===== src/rtl/isa_pkg.sv =====
package isa_pkg;
  localparam int DW        = 32;
  localparam int GLOB_BIT  = 31;
  localparam int CTRL_BIT  = 30;
  localparam int STRM_LSB  = 26;
  localparam int STRM_W    = 3;
  localparam int A_CTL     = 0;
  localparam int A_GSTS    = 1;
  localparam int A_CODEC   = 2;
  localparam int A_STRM0   = 3;
endpackage


===== src/rtl/isa_w1c_bank.sv =====
module isa_w1c_bank #(
  parameter int W = 3
) (
  input  logic         clk,
  input  logic         rst,
  input  logic [W-1:0] rst_val,
  input  logic [W-1:0] set_i,
  input  logic [W-1:0] clr_i,
  output logic [W-1:0] q
);
  always_ff @(posedge clk) begin
    if (rst) q <= rst_val;
    else     q <= (q & ~clr_i) | set_i;  // a set in the same cycle beats a clear
  end
endmodule


===== src/rtl/isa_irq_drive.sv =====
module isa_irq_drive (
  input  logic clk,
  input  logic rst,
  input  logic msg_mode,
  input  logic level,
  output logic irq
);
  logic level_d;

  always_ff @(posedge clk) begin
    if (rst) begin
      level_d <= 1'b0;
      irq     <= 1'b0;
    end else begin
      level_d <= level;
      irq     <= msg_mode ? (level & ~level_d) : level;
    end
  end
endmodule


===== src/rtl/irq_status_agg.sv =====
module irq_status_agg
  import isa_pkg::*;
#(
  parameter int NSTREAM = 8,
  parameter int NCODEC  = 4,
  parameter int AW      = $clog2(NSTREAM + A_STRM0)
) (
  input  logic                  clk,
  input  logic                  rst,
  input  logic                  irq_msg_mode,
  input  logic                  rsp_irq_flag,
  input  logic                  rsp_ovr_flag,
  input  logic [NCODEC-1:0]     codec_present,
  input  logic [NCODEC-1:0]     codec_wake,
  input  logic [NCODEC-1:0]     wake_en,
  input  logic [3*NSTREAM-1:0]  strm_set,
  input  logic                  reg_wr,
  input  logic [AW-1:0]         reg_addr,
  input  logic [DW-1:0]         reg_wdata,
  output logic [DW-1:0]         reg_rdata,
  output logic                  irq_out
);
  localparam logic [DW-1:0] CTL_MASK =
    (DW'(1) << GLOB_BIT) | (DW'(1) << CTRL_BIT) | ((DW'(1) << NSTREAM) - DW'(1));

  logic [DW-1:0]     ctl_q;
  logic [DW-1:0]     collected;
  logic [DW-1:0]     gsts;
  logic [NCODEC-1:0] codec_sts;
  logic [NCODEC-1:0] codec_clr;
  logic [STRM_W-1:0] strm_sts [NSTREAM];
  logic              ctrl_src;
  logic              irq_level;
  logic [DW-1:0]     rd_mux;

  // interrupt-control register
  always_ff @(posedge clk) begin
    if (rst) ctl_q <= '0;
    else if (reg_wr && reg_addr == AW'(A_CTL)) ctl_q <= reg_wdata & CTL_MASK;
  end

  // codec state-change register
  assign codec_clr = (reg_wr && reg_addr == AW'(A_CODEC)) ? reg_wdata[NCODEC-1:0] : '0;

  isa_w1c_bank #(.W(NCODEC)) u_codec (
    .clk(clk), .rst(rst), .rst_val(codec_present),
    .set_i(codec_wake), .clr_i(codec_clr), .q(codec_sts)
  );

  // per-stream status fields
  for (genvar i = 0; i < NSTREAM; i++) begin : g_strm
    logic [STRM_W-1:0] clr;
    assign clr = (reg_wr && reg_addr == AW'(A_STRM0 + i))
                 ? reg_wdata[STRM_LSB +: STRM_W] : '0;
    isa_w1c_bank #(.W(STRM_W)) u_bank (
      .clk(clk), .rst(rst), .rst_val('0),
      .set_i(strm_set[STRM_W*i +: STRM_W]), .clr_i(clr), .q(strm_sts[i])
    );
  end

  // global status word, recomputed every cycle
  assign ctrl_src = rsp_irq_flag | rsp_ovr_flag | (|(codec_sts & wake_en));

  always_comb begin
    collected = '0;
    for (int i = 0; i < NSTREAM; i++) collected[i] = strm_sts[i][0];
    collected[CTRL_BIT] = ctrl_src;
    gsts = collected;
    gsts[GLOB_BIT] = |(collected & ctl_q);
  end

  assign irq_level = gsts[GLOB_BIT] & ctl_q[GLOB_BIT];

  isa_irq_drive u_drv (
    .clk(clk), .rst(rst), .msg_mode(irq_msg_mode),
    .level(irq_level), .irq(irq_out)
  );

  // read path
  always_comb begin
    rd_mux = '0;
    if (reg_addr == AW'(A_CTL))   rd_mux = ctl_q;
    if (reg_addr == AW'(A_GSTS))  rd_mux = gsts;
    if (reg_addr == AW'(A_CODEC)) rd_mux[NCODEC-1:0] = codec_sts;
    for (int i = 0; i < NSTREAM; i++)
      if (reg_addr == AW'(A_STRM0 + i)) rd_mux[STRM_LSB +: STRM_W] = strm_sts[i];
  end

  always_ff @(posedge clk) begin
    if (rst) reg_rdata <= '0;
    else     reg_rdata <= rd_mux;
  end
endmodule


===== config.mk =====
export PLATFORM = sky130hd
export DESIGN_NAME = irq_status_agg
export DESIGN_NICKNAME = d
export VERILOG_FILES = /design/src/rtl/isa_pkg.sv /design/src/rtl/isa_w1c_bank.sv /design/src/rtl/isa_irq_drive.sv /design/src/rtl/irq_status_agg.sv
export SDC_FILE = /design/constraint.sdc
export NUM_CORES = 1
export LEC_CHECK = 0
export CORE_UTILIZATION = 25
export DETAILED_ROUTE_END_ITERATION = 16
export DONT_BUFFER_PORTS = 1
export GPL_TIMING_DRIVEN = 0
export PLACE_DENSITY = 0.41
export SLEW_MARGIN = 25
export SYNTH_ARGS = -nofsm -noshare
export SYNTH_HDL_FRONTEND = slang
export SYNTH_SLANG_ARGS = --single-unit
export TNS_END_PERCENT = 30

===== constraint.sdc =====
create_clock -name clk -period 1.1 [get_ports clk]
set_input_delay 0.165 -clock clk [delete_from_list [all_inputs] [get_ports clk]]
set_output_delay 0.165 -clock clk [all_outputs]
set_load 0.005 [all_outputs]

==> metrics.txt, run 1 <==
vias in the first global route 2141; CTS H-Tree Depth 2; Area contributors post-synth dfxtp_1 (43%), a21oi_1 (7.1%), mux2i_1 (6.9%); multi-input logic area 1240 µm²; initial core utilization 26.3%; CTS root buf clkbuf_8; Leakage 1.39 nW; CP Data Arrival Time 1.52 ns; Synth area leader dfxtp_1; share of layout cells above drive strength 1 16.7%; Die Y-Extent 101 µm; ys flop type dfxtp_1; Seq. cell area 1070 µm²; max_cap viols 0; diodes inserted 0; maximum VDD drop 476 µV; required time of the critical path 1.27 ns; Clock Skew 0.00529 ns; largest net degree at the start of global routing 15; initial DRC count 122; IO Count 111; Synth Warn # 0; row count 35; fillcell total 1055; die area 10300 µm²; clk slew on worst S/H paths 0.09 ns; PD cells 1160 nW/µm²; Fin. Hold Viols 0; Pwr Total 0.00372 W; drt drc 0; antenna-violating nets left 0; Post-Route WL 7.47 mm; hold crit path type input pin to flip-flop; clk_lat worst skew 0.30 ns; nets 431; worst hold slack 0.00615 ns; router iterations before antenna repair 4; initial antenna violation count 0; gr usage total 14.9%; crit start category flip-flop; CTS tree built; HPWL Detailed 5.69 mm; GRT overflow 0; dpl ws -0.434 ns; TritonCTS Buffers 5; vias 2241; Post-synth ARST share 0%; RSZ-0062 raised after global routing yes; min cycle time layout 1.34 ns; Worst Setup End Kind flip-flop; Final Worst Setup Slack -0.241 ns; post-synth top area share 43.1%; fin crit share 122%; Post-Syn Area 2460 µm²; CP max-delay cell dfxtp_2; Buffers on Ports 0; Yosys reg bits 53; Synth cell types 37; routability cong. 0.767; Core Area 9370 µm²; f_max 746 MHz; Cells after Synth 292; status complete, but fails checks; CTS max path bufs 2; crit path kind flip-flop to flip-flop; routed len/inst 15.5 µm; Final Slew Violations 0; slew margin rel. 64.0%; number of synthesized flops with an enable pin 0; Max stage delay on crit path 0.34 ns; Setup-failing EPs final 5; first-pass GRT wire length 11.5 mm; Vias/cell 4.64; crit-path max FO 3; CP Cell Sequence a222oi_1 > nand2_1 > a211oi_2 > o32ai_1; CTS sink cnt 53; synthesis-to-finish area growth 29.9%; violated checks setup timing; Seq/Total Area, Yosys 43.1%; worst slew pin tran 0.541 ns; Avg Synthesized Cell Area 8.43 µm²; Die X 101 µm
cells in the mapped netlist (3+ instances only):
cell type and count:
a22o_1 6, mux2i_1 17, o2bb2ai_1 3, inv_1 18
o21ai_0 21, a21oi_1 35, nand2b_1 3, a211oi_1 4
buf_4 21, nor2b_1 4, a22oi_1 6, nand3_1 6
nor2_1 29, nand2_1 24, clkbuf_1 7, nand4_1 6
buf_2 5, dfxtp_1 53
kinds of logic (layout without fill, tap and decap cells):
family / Yosys count / in the layout / synth area share [%]
compound gates: 90 / 90 / 23.0
buf+inv: 52 / 96 / 11.7
flops: 53 / 53 / 43.1
mux: 17 / 17 / 6.91
other cells: 1 / 19 / 0.152
simple gates: 79 / 79 / 15.1
cells in the final DEF, fill, tap and decap left out, drive strengths merged, types with 16 or more instances in the layout:
cell,netlist,final
clkbuf,7,16
inv,18,18
conb,1,19
dlygate4sd3,0,32
nor2,30,30
dfxtp,53,53
o21ai,23,23
buf,27,30
a21oi,35,35
nand2,24,24
mux2i,17,17
report_power, final:
| group | internal (W) | leakage (nW) | total (W) | switching, W |
|---|---|---|---|---|
| clock network | 0.000454 | 0.0395 | 0.00107 | 0.000611 |
| logic | 0.000287 | 0.911 | 0.000573 | 0.000285 |
| registers | 0.00201 | 0.438 | 0.00208 | 0.0000695 |
| total | 0.00275 | 1.39 | 0.00372 | 0.000965 |
metal layers:
| layer | global-route usage (%) | up-vias | wire length (µm) |
|---|---|---|---|
| met5 | 0 | - | 0 |
| met4 | 3.68 | 0 | 73 |
| met3 | 3.04 | 6 | 386 |
| met2 | 25.4 | 72 | 3490 |
| met1 | 19.1 | 1056 | 3510 |
| li1 | - | 1107 | - |
cell type report:
type,count,share of cell area (%)
multi-input cells,205,38.8
flip-flops and latches,53,33.5
repair buffers,36,11.0
plain buffers,34,7.16
well taps,129,5.04
clock buffers,8,2.50
inverters,18,2.11
flip-flops by register name, summed over array words and instances (netlist names):
| signal | flops |
|---|---|
| reg_rdata | 13 |
| u_codec.q | 4 |
| u_drv.level_d | 1 |
| u_drv.irq | 1 |
| ctl_q | 10 |
| g_strm.u_bank.q | 24 |
critical path: cells and delay by family (launching register included):
kind	cells	cell delay, ns
AOI/OAI and AO/OA	3	0.70
DFF	1	0.34
and+or+nand+nor	1	0.17
final timing paths:
path                       startpoint                        to  slack (ns)  cells after the start
max              u_codec.q[2]$_DFF_P_  reg_rdata[31]$_SDFF_PP0_       -0.24                      4
min                      reg_wdata[1]     ctl_q[1]$_SDFFE_PP0P_       0.006                      2
max reg2reg      u_codec.q[2]$_DFF_P_  reg_rdata[31]$_SDFF_PP0_       -0.24                      4
min reg2reg  u_drv.level_d$_SDFF_PP0_      u_drv.irq$_SDFF_PP0_        0.43                      1
metrics by stage:
stage,instances,instance area [µm²],utilization (%),setup TNS [ns]
after global routing,483,3200,34.1,-1.75
after floorplan,310,2550,-,-1.69
after global placement,439,2710,28.9,-14.80
after CTS,480,3140,33.5,-1.50
final,483,3200,34.1,-0.796
after detailed placement,439,2710,28.9,-15.46
what timing repair did:
| item | 4_1_cts | 5_1_grt |
|---|---|---|
| hold buffers | 30 | 2 |
| pin swaps | 6 | 1 |
| hold endpoints to repair | 30 | 2 |
| setup buffers | 3 | 1 |
| gates resized for setup | 11 | 14 |
| setup endpoints to repair | 27 | 43 |
(Power assumes the default switching activity.)
==> run 2, diff against run 1 <==
GPL_ROUTABILITY_DRIVEN = 0   (was default)
==> results of run 2 <==
The final DEF is identical to that of run 1; final timing and power are the same.
==> run 3, diff against run 2 <==
PLACE_DENSITY = default   (was 0.41)
PLACE_DENSITY_LB_ADDON = 0.08   (was default)
==> run 3 against run 2 <==
Against the previous run:
- wire length is 4.0% higher
- non-clock buffer count grew 5
- the run still ends with setup timing left
- critical endpoint unchanged
- clock skew up 0.0068 ns
- sequential power barely moved
- critical path depth unchanged
==> metrics.txt, run 3 (synthesis results as in run 1) <==
TritonCTS Buffers 5 (unchanged); gr usage total 15.9% (+1.0 points); dpl ws -0.474 ns (-0.0405 ns); CTS sink cnt 53 (unchanged); initial core utilization 26.3% (unchanged); IO Count 111 (unchanged); WL met3 397 µm (+2.8%); Worst Setup End Kind flip-flop; hold crit path type input pin to flip-flop; worst hold slack 0.00895 ns (+0.00280 ns); reg2reg start u_codec.q[0]$_DFF_P_; row count 35 (unchanged); Pint 0.00322 W (+17%); CTS H-Tree Depth 2 (unchanged); M1 wire length 3.84 mm (+9.2%); CTS max path bufs 2 (unchanged); routed len/inst 15.9 µm (+2.9%); diodes inserted 0 (unchanged); Fin. Hold Viols 0 (unchanged); worst slew pin tran 0.606 ns (+0.0651 ns); Buffers on Ports 0 (unchanged); f_max 697 MHz (-6.5%); fin crit share 130% (+8.5 points); Leakage 1.44 nW (+4.1%); clk_lat worst skew 0.31 ns (about the same); violated checks setup timing; fillcell total 1037 (-1.7%); Clock Skew 0.0121 ns (+0.00677 ns); met2 wire length 3.50 mm (about the same); GRT overflow 0 (unchanged); first-pass GRT wire length 12.2 mm (+6.1%); Die X 101 µm (unchanged); CTS root buf clkbuf_8; reg2reg path depth 4 (unchanged); Flop pwr share 49.0% (-7.0 points); biggest regs g_strm.u_bank.q x24, reg_rdata x13, ctl_q x10; CP Cell Sequence a222oi_1 > nand2_1 > a211oi_4 > o32ai_1; Vias/cell 4.55 (-1.9%); max_cap viols 0 (unchanged); worst hold path startpoint codec_wake[1]; min cycle time layout 1.43 ns (+0.0932 ns); Post-Route WL 7.76 mm (+4.0%); antenna-violating nets left 0 (unchanged); router iterations before antenna repair 4 (unchanged); Logic pwr share 14.0% (-1.4 points); Die Y-Extent 101 µm (unchanged); status complete, but fails checks; maximum VDD drop 635 µV (+33%); Final Slew Violations 0 (unchanged); Max stage delay on crit path 0.39 ns (+0.05 ns); Core Area 9370 µm² (unchanged); top layer in use met4; net load switching power 0.00104 W (+8.1%); sw frac 24.5% (-1.5 points); largest net degree at the start of global routing 17 (+2); drt drc 0 (unchanged); vias in the first global route 2190 (+2.3%); Setup-failing EPs final 6 (+1); number of flip-flops under the largest register name 24 (unchanged); Clk pwr share 37.0% (+8.4 points); crit-path max FO 3 (unchanged); initial antenna violation count 0 (unchanged); initial DRC count 77 (-37%); slew margin rel. 59.6% (-4.3 points); commonest non-fill, non-tap cell in the layout dfxtp_1; PD cells 1280 nW/µm² (+10%); crit path kind flip-flop to flip-flop; most frequent cells in the layout dfxtp_1 (46), dlygate4sd3_1 (38), a21oi_1 (33); flop-to-flop setup slack -0.33 ns (-0.09 ns); required time of the critical path 1.29 ns (+0.02 ns); crit start category flip-flop; Final Worst Setup Slack -0.334 ns (-0.0931 ns); post-route insts no fill 488 (+1.0%); WHS Endpoint u_codec.q[1]$_DFF_P_; die area 10300 µm² (unchanged); placed cell count 439 (unchanged); share of layout cells above drive strength 1 17.5% (+0.88 points); Most flops, register g_strm.u_bank.q; clk slew on worst S/H paths 0.11 ns (+0.02 ns); Sum Neg Setup Slack -1.20 ns (-0.408 ns); HPWL Detailed 5.75 mm (+1.1%); nets 436 (+1.2%); CP Data Arrival Time 1.63 ns (+0.11 ns); RSZ-0062 raised after global routing yes; vias 2222 (-0.85%); CP max-delay cell a222oi_1; CTS tree built; synthesis-to-finish area growth 35.1%; Hold Path Stages 2 (unchanged); Crit Reg-Reg Endpoint reg_rdata[31]$_SDFF_PP0_
-- run 3: cell count changes in the layout (fill, tap and decap cells not counted), sizes merged --
cell / change
clkinv: +1
dlygate4sd3: +6
clkbuf: -3
bufinv: +2
buf: -1
-- run 3: how the worst max path moves through the flow --
stage | from | to | slack [ns] | cells after the start
2_1_floorplan | reg_addr[1] | ctl_q[0]$_SDFFE_PP0P_ | -0.06 | 6
3_3_place_gp | reg_wr | u_codec.q[2]$_DFF_P_ | -0.43 | 5
3_5_place_dp | reg_wr | u_codec.q[3]$_DFF_P_ | -0.47 | 5
4_1_cts | u_codec.q[0]$_DFF_P_ | reg_rdata[31]$_SDFF_PP0_ | -0.38 | 4
5_1_grt | u_codec.q[0]$_DFF_P_ | reg_rdata[31]$_SDFF_PP0_ | -0.44 | 4
6_report | u_codec.q[0]$_DFF_P_ | reg_rdata[31]$_SDFF_PP0_ | -0.33 | 4
-- run 3: power by group through the flow --
| stage | logic (W) | clock network (W) | registers [W] |
|---|---|---|---|
| 6_report | 0.000598 | 0.00158 | 0.00209 |
| 5_1_grt | 0.000667 | 0.00169 | 0.00210 |
| 4_1_cts | 0.000570 | 0.00163 | 0.00209 |
| 3_5_place_dp | 0.000447 | 0 | 0.00213 |
| 3_3_place_gp | 0.000447 | 0 | 0.00213 |
| 2_1_floorplan | 0.000350 | 0 | 0.00210 |
-- run 3: through the flow --
stage | area (µm²) | power [W] | utilization (%)
final | 3330 | 0.00426 | 35.5
after global routing | 3330 | 0.00446 | 35.5
after CTS | 3250 | 0.00429 | 34.7
after detailed placement | 2710 | 0.00258 | 28.9
after global placement | 2710 | 0.00258 | 28.9
after floorplan | 2550 | 0.00245 | -
-- run 3: timing repair --
item                                    CTS  global route
endpoints found under the setup margin   21            48
endpoints found under the hold margin    36             1
buffers inserted                          2             1
gates cloned                              0             0
hold buffers                             37             1
pin swaps                                 6             2
resized for setup                        11            18
-- run 3: critical path, delay by kind of cell (launching register included) --
family / cells / cell delay (ns)
compound gates: 3 / 0.78
flops: 1 / 0.34
simple gates: 1 / 0.21
-- run 3: area by class of cell --
cell class / instances / area, µm² / area share, %
Tap cell: 129 / 161 / 4.85
Sequential cell: 53 / 1070 / 32.2
Multi-Input combinational cell: 205 / 1250 / 37.5
Timing Repair Buffer: 41 / 415 / 12.5
Clock inverter: 3 / 65.1 / 1.96
Clock buffer: 5 / 68.8 / 2.07
Buffer: 34 / 228 / 6.84
Inverter: 18 / 67.6 / 2.03
-- run 3: metal layers --
metal / up-vias / GRT usage, %
met5: - / 0
met4: 0 / 3.23
met3: 2 / 3.52
met2: 64 / 25.6
met1: 1043 / 21.6
li1: 1113 / -
